===== config.mk =====
export PLATFORM = sky130hd
export DESIGN_NAME = sdram_refresh_mgr
export DESIGN_NICKNAME = d
export VERILOG_FILES = /design/src/rtl/sdram_refresh_mgr.sv
export SDC_FILE = /design/constraint.sdc
export NUM_CORES = 1
export LEC_CHECK = 0
export BUFFER_PORTS_ARGS = -buffer_cell sky130_fd_sc_hd__buf_2
export CAP_MARGIN = 20
export CORE_MARGIN = 1.5
export CORE_UTILIZATION = 35
export CTS_CLUSTER_SIZE = 40
export DETAILED_ROUTE_END_ITERATION = 8
export PLACE_DENSITY = 0.53
export SKIP_CTS_REPAIR_TIMING = 1
export SLEW_MARGIN = 20
export SYNTH_ARGS = -nofsm -noshare
export SYNTH_HDL_FRONTEND = slang
export SYNTH_SLANG_ARGS = --single-unit

===== constraint.sdc =====
create_clock -name clk -period 4.7 [get_ports clk]
set_input_delay 0.47 -clock clk [delete_from_list [all_inputs] [get_ports clk]]
set_output_delay 0.47 -clock clk [all_outputs]
set_load 0.01 [all_outputs]

===== src/rtl/sdram_refresh_mgr.sv =====
module sdram_refresh_mgr #(
  parameter int REFI_CYC     = 3120,
  parameter int TRC_CYC      = 13,
  parameter int TRAS_CYC     = 9,
  parameter int MAX_POSTPONE = 8,
  parameter int BURST_ROWS   = 4096
) (
  input  logic clk,
  input  logic rst_n,
  input  logic sr_req,
  input  logic banks_idle,
  input  logic arb_grant,
  output logic ref_req,
  output logic ref_urgent,
  output logic ref_cmd,
  output logic cke,
  output logic busy,
  output logic idle_ok
);

  localparam int EXIT_CYC = (TRC_CYC > 2) ? TRC_CYC : 2;
  localparam int TMAX     = (TRAS_CYC > EXIT_CYC) ? TRAS_CYC : EXIT_CYC;
  localparam int CW       = $clog2(TMAX + 1);
  localparam int RW       = $clog2(REFI_CYC + 1);
  localparam int PW       = $clog2(MAX_POSTPONE + 1);
  localparam int BW       = $clog2(BURST_ROWS + 1);

  typedef enum logic [1:0] {S_RUN, S_RC, S_SR, S_XNOP} st_t;

  st_t           st;
  logic [CW-1:0] tmr;
  logic [RW-1:0] ivl;
  logic [PW-1:0] pend;
  logic [BW-1:0] left;
  logic          burst;
  logic          due;
  logic          take;
  logic          sr_go;
  logic          quiet;

  assign quiet      = (st == S_SR) || (st == S_XNOP) || burst;
  assign due        = !quiet && (ivl == RW'(REFI_CYC - 1));
  assign ref_req    = (st == S_RUN) && (pend != '0);
  assign ref_urgent = ref_req && (pend == PW'(MAX_POSTPONE));
  assign take       = ref_req && arb_grant;
  assign sr_go      = (st == S_RUN) && sr_req && banks_idle && (pend == '0);
  assign cke        = (st != S_SR);
  assign busy       = (st != S_RUN);
  assign idle_ok    = !busy && (pend == '0);

  always_ff @(posedge clk) begin
    if (!rst_n)
      ivl <= '0;
    else if (quiet || due)
      ivl <= '0;
    else
      ivl <= ivl + RW'(1);
  end

  always_ff @(posedge clk) begin
    if (!rst_n)
      pend <= '0;
    else if (quiet)
      pend <= '0;
    else if (due && !take && pend != PW'(MAX_POSTPONE))
      pend <= pend + PW'(1);
    else if (take && !due)
      pend <= pend - PW'(1);
  end

  always_ff @(posedge clk) begin
    if (!rst_n) begin
      st      <= S_RUN;
      tmr     <= '0;
      left    <= '0;
      burst   <= 1'b0;
      ref_cmd <= 1'b0;
    end else begin
      ref_cmd <= 1'b0;
      case (st)
        S_RUN: begin
          if (take) begin
            st      <= S_RC;
            tmr     <= CW'(TRC_CYC - 1);
            ref_cmd <= 1'b1;
          end else if (sr_go) begin
            st  <= S_SR;
            tmr <= CW'(TRAS_CYC - 1);
          end
        end
        S_RC: begin
          if (tmr != '0)
            tmr <= tmr - CW'(1);
          else if (burst && left != '0) begin
            tmr     <= CW'(TRC_CYC - 1);
            left    <= left - BW'(1);
            ref_cmd <= 1'b1;
          end else begin
            st    <= S_RUN;
            burst <= 1'b0;
          end
        end
        S_SR: begin
          if (tmr != '0)
            tmr <= tmr - CW'(1);
          else if (!sr_req) begin
            st  <= S_XNOP;
            tmr <= CW'(EXIT_CYC - 1);
          end
        end
        default: begin
          if (tmr != '0)
            tmr <= tmr - CW'(1);
          else begin
            st      <= S_RC;
            tmr     <= CW'(TRC_CYC - 1);
            left    <= BW'(BURST_ROWS - 1);
            burst   <= 1'b1;
            ref_cmd <= 1'b1;
          end
        end
      endcase
    end
  end

endmodule


Yosys cells after proc, flatten, opt, wreduce, memory -nomap -nowiden
Index checks and enable logic that the tools add are counted.

Register bits after elaboration: 37. Input port bits: 5. Output and inout bits: 6. Word-level logic and storage cells: 95.

Add/subtract/negate cells: 5. Eq/ne operators: 16. Muxes and demuxes: 31. Bitwise operators: 3. Reductions and logical operators: 33.

Operators with widths (count): two-way mux 13 bit (3); two-way mux 4 bit (9); one-hot mux 13 bit (2 select lines) (1); two-way mux 2 bit (7); != test 2 bit (second input constant) (7); nonzero test 13 bit (1); subtractor 13 x 1 -> 13 bit (second input constant) (1); adder 12 x 1 -> 12 bit (second input constant) (1); == test 12 bit (second input constant) (1); logical AND 1 bit (12); one-hot mux 4 bit (3 select lines) (1); AND reduction 3 bit (3); nonzero test 4 bit (2); subtractor 4 x 1 -> 4 bit (second input constant) (2); two-way mux 1 bit (7); != test 3 bit (second input constant) (2); one-hot mux 2 bit (3 select lines) (1); AND reduction 6 bit (1); OR reduction 2 bit (3); adder 4 x 1 -> 4 bit (second input constant) (1); == test 2 bit (second input constant) (2); == test 4 bit (second input constant) (1); logical NOT 1 bit (4); logical NOT 4 bit (1); 9 further kinds (14).

Logic depth before layout (Yosys ltp)
Gate-level depths: netlist of the first run.

Word-level depth: 9. Gate-level depth with buffers: 11. Depth with buffers taken out: 10.

Worst setup path before layout of the first run
OpenSTA, ideal clock, no wires.

Path type: reg-to-reg. Start point: register ivl[0]. End point: register pend[3]. Library setup time: 60 ps. Data arrival time: 2264 ps. Required time: 4640 ps. Setup slack: 2375 ps. Cell stages (with the launch flop): 11. Buffers on the path: 0. Clock period less this slack: 2325 ps. Cell sequence: dfxtp_1 -> ha_1 -> and4_1 -> and4_1 -> nand2_1 -> ha_1 -> a21oi_1 -> nand2_1 -> or3_1 -> a211oi_1 -> nand2b_1.

Word-level cells in the longest chain between the ends: 5. Elaborated cells between the ends (all ways): 8. Those cells by class: eq/ne: 1; mux: 1; reduce/logical: 6.

RTL lines: start: declaration (line 32) `logic [RW-1:0] ivl;`; start signal: assignment (line 57) `ivl <= ivl + RW'(1);`; == test 12 bit (*) (line 42) `assign due = !quiet && (ivl == RW'(REFI_CYC - 1));`; logical AND 1 bit (*) (line 42); logical AND 1 bit / logical NOT 1 bit (equally long branches) (line 65, 67); logical AND 1 bit (on tied branches) (line 65, 67); two-way mux 4 bit / nonzero test 2 bit (equally long branches); end signal: assignment (line 66) `pend <= pend + PW'(1);`; end signal: assignment (line 68) `pend <= pend - PW'(1);`; end: declaration (line 33) `logic [PW-1:0] pend;`.

Every way passes the cells marked *; elsewhere a longest branch is shown, timed or not. A chain may end at the register's enable or synchronous reset.

Final worst setup path of the first run
Same ends and word-level chain as after synthesis.

==> results of run 1 <==
==> power by group through the flow <==
stage	combinational, uW	sequential, uW	clock, uW
after floorplan	103	346	0
after global placement	123	354	0
after detailed placement	121	353	0
after CTS	122	346	234
after global routing	135	350	245
final	122	347	223
==> registers in the layout, summed over array words and instances (netlist names) <==
| register | count |
|---|---|
| tmr | 4 |
| ref_cmd | 1 |
| pend | 4 |
| ivl | 12 |
| st | 2 |
| left | 13 |
| burst | 1 |
==> layer usage <==
| metal | vias up | share of wire | track usage |
|---|---|---|---|
| li1 | 840 | - | - |
| met5 | - | 0 | 0 |
| met2 | 15 | 0.44 | 0.216 |
| met4 | 0 | 0.017 | 0.0589 |
| met3 | 7 | 0.027 | 0.0365 |
| met1 | 745 | 0.52 | 0.183 |
==> cell type report <==
cell class,instances,area [um^2]
Clock buffer,7,86.3
Multi-Input combinational cell,169,1110
Tap cell,72,90.1
Timing Repair Buffer,10,50.0
Inverter,14,52.6
Sequential cell,37,741
Fill cell,575,3340
==> placed cells by master (no fill, tap or decap), drive strengths merged, types with 7 or more instances in the layout <==
cell / instances
a21oi: 17
nor2: 31
nand2: 12
inv: 14
dfxtp: 37
nand3: 14
xor2: 14
nor3: 7
buf: 10
clkbuf: 7
==> critical path, stage by stage, from the launching register on <==
cell	delay (ns)
dfxtp_1	0.36
ha_1	0.21
and4_1	0.27
and4_1	0.29
nand2_1	0.13
ha_1	0.34
a21oi_1	0.15
nand2_1	0.07
or3_1	0.32
a211oi_1	0.19
nand2b_1	0.12
==> kinds of logic (layout without fill, tap and decap cells) <==
family,Yosys count,count (layout),share of synthesized area
mux,3,3,0.0153
buf+inv,22,31,0.0567
flops,37,37,0.377
fa+ha+maj,6,6,0.0421
compound gates,42,42,0.143
xor+xnor,20,20,0.0892
simple gates,98,98,0.276
==> per-stage QoR <==
step | utilization | instances | worst slack, ns | power (uW) | hold slack [ns]
after floorplan | - | 228 | 2.38 | 450 | 0.426
after global placement | 0.374 | 302 | 2.24 | 477 | 0.447
after detailed placement | 0.374 | 302 | 2.22 | 475 | 0.450
after CTS | 0.389 | 309 | 2.19 | 702 | 0.466
after global routing | 0.389 | 309 | 1.96 | 730 | 0.490
final | 0.389 | 309 | 2.20 | 692 | 0.466
==> path summary, 6_finish.rpt <==
path | start | end | slack (ns)
max | ivl[0] | pend[3] | 2.20
min | ivl[0] | ivl[0] | 0.47
max reg2reg | ivl[0] | pend[3] | 2.20
min reg2reg | ivl[0] | ivl[0] | 0.47
==> impl_results.md, run 1 <==
- Status: completed
- Cell area after layout: 2130 um^2
- Fraction of layout cells with a size suffix above 1: 0.0928
- Register area share after synthesis: 0.377
- Seq pwr share: 0.501
- Full die area: 6070 um^2
- Initial antenna violation count: 0
- First-pass GRT wire length: 6.68 mm
- Post-synth top flop: dfxtp_1
- Hold Path Class: register to register
- Site Rows: 27
- Initial DRC Count: 49
- Synthesized cell area: 1960 um^2
- Htree depth: 2
- Sink Count: 37
- Period utilisation layout: 0.532
- Crit path required time: 4.93 ns
- # diodes: 0
- Async set-reset flop share out of synthesis: 0
- Die extent in x: 77.9 um
- Switching share of power: 0.285
- CP arrival: 2.73 ns
- GP Congestion: 0.739
- Int Pwr: 495 uW
- GR Util All Layers: 0.140
- CTS root buf: clkbuf_8
- Most frequent cell after synthesis: dfxtp_1
- Area Growth Syn to Fin: 8.54%
- Worst R2R Path Depth: 10
- YS warnings: 0
- CTS tree: built
- CTS clk-pin slew, worst paths: 0.07 ns
- Synthesized Nets: 239
- Initial Utilization: 0.359
- DR pass1 iterations: 4
- Clk pwr share: 0.322
- Maxcap violations: 0
- Clock buffer depth: 2
- Boundary pin count: 11
- P_sw: 198 uW
- Largest net degree at the start of global routing: 16
- LEAKAGE: 0.000781 uW
- Setup TNS Final: 0 ns
- Unique masters post-synth: 48
- FMAX: 0.400 GHz
- Final min period: 2.50 ns
- Synth Instances: 228
- Unrepaired setup endpoints after global routing: no
- Setup Viol. Count Final: 0
- DP Area: 2040 um^2
- Main area contributors after synthesis: dfxtp_1 38%, xor2_1 6.2%, nor2_1 5.9%
- Area leader, netlist: dfxtp_1
- Post-synth top area share: 0.377
- Vias in the first global route: 1408
- Final HPWL from detailed placement: 2.71 mm
- Worst Hold Path Cells: 1
- CP startpoint kind: register
- Critical Path Fanout Max: 4
- Port Buffers: 10
- Routed wire length: 3.93 mm
- Layout Skew: 0.00600 ns
- VDD IR max: 0.182 mV
- Mean post-synth cell area: 8.61 um^2
- Comb pwr share: 0.177
- Global route total overflow: 0
- Slew headroom: 0.549
- Drt via density: 5.20
- Post-synth EDFFs: 0
- Core ar.: 5470 um^2
- Clk Latency, worst-skew pair: 0.28 ns
- FF+latch count, synth: 37
- Leading cell types by count after synthesis: 37 x dfxtp_1, 31 x nor2_1, 17 x a21oi_1
- Worst Tran Pin Value: 0.674 ns
- Nets: 248
- Num CTS Buffers: 5
- WL per Instance: 12.7 um
- Crit path kind: register to register
- Die Y: 77.9 um
- Fin. max-slew vios: 0
- Residual DRC: 0
- PD cells: 325 nW/um^2
- Final hold vios: 0
- Antenna viol nets, final: 0
- Via Count: 1607
- CP Capture Type: register
Power figures use the tool's default switching activity.
==> run 2: changes to the inputs <==
==> constraint.sdc (replaced) <==
create_clock -name clk -period 2.6 [get_ports clk]
set_input_delay 0.26 -clock clk [delete_from_list [all_inputs] [get_ports clk]]
set_output_delay 0.26 -clock clk [all_outputs]
set_load 0.01 [all_outputs]
==> impl_results.md, run 2 (synthesis gave the netlist of run 1 again) <==
- Worst R2R Start: ivl[0]
- Final core occ: 0.405
- Setup TNS Final: 0 ns
- Status: completed
- LEAKAGE: 0.000821 uW
- DR pass1 iterations: 4
- Antenna viol nets, final: 0
- CP Capture Type: register
- Regs by FF count: left x13, ivl x12
- WL per Instance: 12.7 um
- Global route total overflow: 0
- First-pass GRT wire length: 7.12 mm
- CTS clk-pin slew, worst paths: 0.08 ns
- GR Util All Layers: 0.147
- Worst Tran Pin Value: 0.534 ns
- Routed wire length: 4.03 mm
- Period utilisation layout: 0.915
- Slew headroom: 0.641
- Maxcap violations: 0
- Sequential Area: 741 um^2
- Most frequent cells in the layout: 37 x dfxtp_1, 31 x nor2_1, 17 x a21oi_1
- Largest net degree at the start of global routing: 16
- Drt via density: 5.18
- Boundary pin count: 11
- Full die area: 6070 um^2
- Die Y: 77.9 um
- Initial Utilization: 0.359
- Die extent in x: 77.9 um
- Final HPWL from detailed placement: 2.90 mm
- Worst Hold Path Cells: 2
- Largest register FFs: 13
- Worst hold start: rst_n
- Vias in the first global route: 1549
- Area Growth Syn to Fin: 12.9%
- Initial DRC Count: 69
- Port Buffers: 10
- VDD IR max: 0.322 mV
- CTS root buf: clkbuf_8
- Biggest register: left
- FMAX: 0.420 GHz
- Final min period: 2.38 ns
- Fraction of layout cells with a size suffix above 1: 0.151
- Worst reg-to-reg setup slack: 0.22 ns
- Crit path kind: register to register
- Core ar.: 5470 um^2
- Clock buffer depth: 2
- Pwr Total: 1250 uW
- Unrepaired setup endpoints after global routing: no
- Htree depth: 2
- Multi-input gate area: 1140 um^2
- Initial antenna violation count: 0
- Final hold vios: 0
- Reg2reg end: pend[3]
- # fillers: 578
- CP arrival: 2.61 ns
- Crit path required time: 2.83 ns
- Via Count: 1641
- GP Congestion: 0.790
- Worst R2R Path Depth: 10
- # diodes: 0
- PD cells: 564 nW/um^2
- Sink Count: 37
- Setup Viol. Count Final: 0
- Site Rows: 27
- WHS Endpoint: left[5]
- Fin. max-slew vios: 0
- Critical Path Fanout Max: 4
- Nets: 257
- Most common cell after layout, fill and taps aside: dfxtp_1
- Num CTS Buffers: 5
- Clk Latency, worst-skew pair: 0.29 ns
- CTS tree: built
- Hold Path Class: input port to register
- Residual DRC: 0
- CP startpoint kind: register
- Layout Skew: 0.00584 ns
==> run 2: how the worst max path moves through the flow <==
stage,from,end,slack (ns),depth (start not counted)
6_report,ivl[0],pend[3],0.22,10
3_5_place_dp,ivl[0],pend[3],0.11,10
2_1_floorplan,ivl[0],pend[3],0.28,10
4_1_cts,ivl[0],pend[3],0.09,10
3_3_place_gp,ivl[0],pend[3],0.16,10
5_1_grt,ivl[0],pend[3],0.05,10
==> run 2: critical path, cell delays in order (launching register included) <==
cell and delay, ns:
dfxtp_1 0.36, ha_2 0.21, and4_4 0.24, and4_2 0.27, nand2_1 0.14, ha_4 0.26, a21oi_1 0.14, nand2_1 0.07
or3_1 0.32, a211oi_1 0.19, nand2b_1 0.12
==> run 2: per-layer routing <==
metal / vias up / global-route usage / wire length (um)
li1: 854 / - / -
met1: 759 / 0.189 / 2000
met2: 21 / 0.230 / 1840
met3: 7 / 0.0365 / 112
met4: 0 / 0.0696 / 74
met5: - / 0 / 0
==> run 2: report_power, final <==
| part | leakage (uW) | total, uW | switching [uW] | internal, uW |
|---|---|---|---|---|
| clock | 0.0000399 | 380 | 204 | 177 |
| combinational | 0.000481 | 249 | 139 | 110 |
| sequential | 0.000300 | 620 | 26.5 | 593 |
==> run 2: final cells by class <==
class,instances,area share
clock buffer,5,0.0311
clock inverter,1,0.00226
inverter,14,0.0237
multi-input combinational,169,0.515
sequential,37,0.334
tap,72,0.0407
timing repair buffer,19,0.0531
==> run 2: stage by stage <==
stage	setup slack, ns	std cells	hold WS (ns)	area [um^2]
2_1_floorplan	0.275	228	0.426	1960
3_3_place_gp	0.161	311	0.446	2110
3_5_place_dp	0.113	311	0.450	2110
4_1_cts	0.0947	317	0.288	2190
5_1_grt	0.0499	317	0.290	2220
6_report	0.220	317	0.299	2220
==> run 3: changes to the inputs <==
--- a/config.mk
+++ b/config.mk
@@ -11,7 +11,7 @@
 export CORE_UTILIZATION = 35
 export CTS_CLUSTER_SIZE = 40
 export DETAILED_ROUTE_END_ITERATION = 8
-export PLACE_DENSITY = 0.53
+export PLACE_DENSITY = 0.54
 export SKIP_CTS_REPAIR_TIMING = 1
 export SLEW_MARGIN = 20
 export SYNTH_ARGS = -nofsm -noshare
==> constraint.sdc (replaced) <==
create_clock -name clk -period 2 [get_ports clk]
set_input_delay 0.2 -clock clk [delete_from_list [all_inputs] [get_ports clk]]
set_output_delay 0.2 -clock clk [all_outputs]
set_load 0.01 [all_outputs]
==> impl_results.md, run 3 (synthesis gave the netlist of run 1 again) <==
- GP Congestion: 0.758
- Clk Latency, worst-skew pair: 0.29 ns
- # fillers: 556
- Unrepaired setup endpoints after global routing: yes
- Most common cell after layout, fill and taps aside: buf_4
- Nets: 291
- Buf+Inv Stages, Crit Path: 0
- Largest stage delay, worst path: 0.45 ns
- Worst setup margin: -0.201 ns
- Port Buffers: 10
- DP Area: 2370 um^2
- Comb pwr share: 0.227
- CP arrival: 2.43 ns
- Fraction of layout cells with a size suffix above 1: 0.311
- WHS Endpoint: tmr[0]
- Drt via density: 4.98
- Clk pwr share: 0.306
- VDD IR max: 0.397 mV
- Via Count: 1753
- Worst hold start: rst_n
- Switching share of power: 0.281
- Final cell count without fillers: 352
- Die extent in x: 77.9 um
- Hold Path Class: input port to register
- DR pass1 iterations: 4
- Status: finished with violations
- Worst R2R Path Depth: 9
- Crit-path slowest cell: o41a_1
- Sink Count: 37
- Critical Path, Cell by Cell: o41a_1 > a22oi_2 > nand2_2 > ha_1 > nand3_1 > nand2_1 > or3_4 > a211oi_2 > nand2b_1
- Biggest register: left
- Initial DRC Count: 71
- Worst Tran Pin Value: 0.489 ns
- Final min period: 2.20 ns
- GR Util All Layers: 0.161
- Area Growth Syn to Fin: 30.6%
- CP Capture Type: register
- CTS root buf: clkbuf_8
- Die Y: 77.9 um
- LEAKAGE: 0.00101 uW
- CTS tree: built
- Residual DRC: 0
- Initial Utilization: 0.359
- Final hold vios: 0
- Worst Hold Path Cells: 2
- CTS clk-pin slew, worst paths: 0.07 ns
- Antenna viol nets, final: 0
- Num CTS Buffers: 5
- Placed cell count: 343
- Crit path required time: 2.23 ns
- Worst reg-to-reg setup slack: -0.20 ns
- Crit path max-delay family: compound AO/OA/AOI/OAI gates
- Cell area after layout: 2560 um^2
- Most frequent cells in the layout: 42 x buf_4, 34 x dfxtp_1, 31 x nor2_1
- Crit path kind: register to register
- Final HPWL from detailed placement: 3.11 mm
- Slew headroom: 0.673
- Worst R2R Start: pend[2]
- Core ar.: 5470 um^2
- Critical Path Fanout Max: 3
- Int Pwr: 1230 uW
- Maxcap violations: 0
- Clock buffer depth: 2
- PD cells: 670 nW/um^2
- Seq pwr share: 0.468
- Fin. max-slew vios: 0
- Global route total overflow: 0
- Largest net degree at the start of global routing: 16
- Failing checks: negative setup slack
- Site Rows: 27
- Initial antenna violation count: 0
- Boundary pin count: 11
- Period utilisation layout: 1.10
- Full die area: 6070 um^2
- FMAX: 0.454 GHz
- CP startpoint kind: register
- # diodes: 0
- Reg2reg end: pend[3]
- Routed wire length: 4.35 mm
- Vias in the first global route: 1689
- Regs by FF count: left x13, ivl x12
- WL per Instance: 12.3 um
- P_sw: 482 uW
- Htree depth: 2
- Setup Viol. Count Final: 1
- Layout Skew: 0.00828 ns
- Largest register FFs: 13
- First-pass GRT wire length: 7.58 mm
- Place WS: -0.277 ns
run 3: cell count changes in the layout (fill, tap and decap cells not counted), sizes merged:
cell / before / now
buf: 19 / 53
clkinv: 1 / 0
clkbuf: 5 / 7
run 3: final cells by class:
| class | instances | area (um^2) | area share |
|---|---|---|---|
| clock buffer | 7 | 86.3 | 0.0337 |
| timing repair buffer | 53 | 377 | 0.147 |
| multi-input combinational | 169 | 1210 | 0.473 |
| tap | 72 | 90.1 | 0.0351 |
| inverter | 14 | 52.6 | 0.0205 |
| sequential | 37 | 744 | 0.290 |
run 3: stage by stage:
| step | power (uW) | hold WS, ns | utilization | setup TNS, ns |
|---|---|---|---|---|
| 2_1_floorplan | 1060 | 0.428 | - | -0.264 |
| 3_3_place_gp | 1170 | 0.466 | 0.433 | -0.302 |
| 3_5_place_dp | 1180 | 0.471 | 0.433 | -0.429 |
| 4_1_cts | 1710 | 0.227 | 0.449 | -0.493 |
| 5_1_grt | 1830 | 0.227 | 0.468 | -0.520 |
| 6_report | 1720 | 0.233 | 0.468 | -0.201 |
run 3: layer usage:
layer / share of wire / GRT usage / vias up
li1: - / - / 919
met5: 0 / 0 / -
met2: 0.46 / 0.255 / 23
met3: 0.040 / 0.0494 / 6
met4: 0.015 / 0.0643 / 0
met1: 0.48 / 0.202 / 805
run 3: power groups by stage:
stage	clock network, uW	logic [uW]	registers (uW)
after floorplan	0	243	814
after global placement	0	357	818
after detailed placement	0	357	818
after CTS	547	359	801
after global routing	592	432	809
final	525	389	803
run 3: worst max-delay path by stage:
stage	start	end	slack, ns	depth (start not counted)
2_1_floorplan	pend[1]	pend[3]	-0.26	9
3_3_place_gp	pend[1]	pend[3]	-0.22	9
3_5_place_dp	pend[1]	pend[3]	-0.28	9
4_1_cts	pend[1]	pend[3]	-0.30	9
5_1_grt	pend[2]	pend[3]	-0.27	9
6_report	pend[2]	pend[3]	-0.20	9
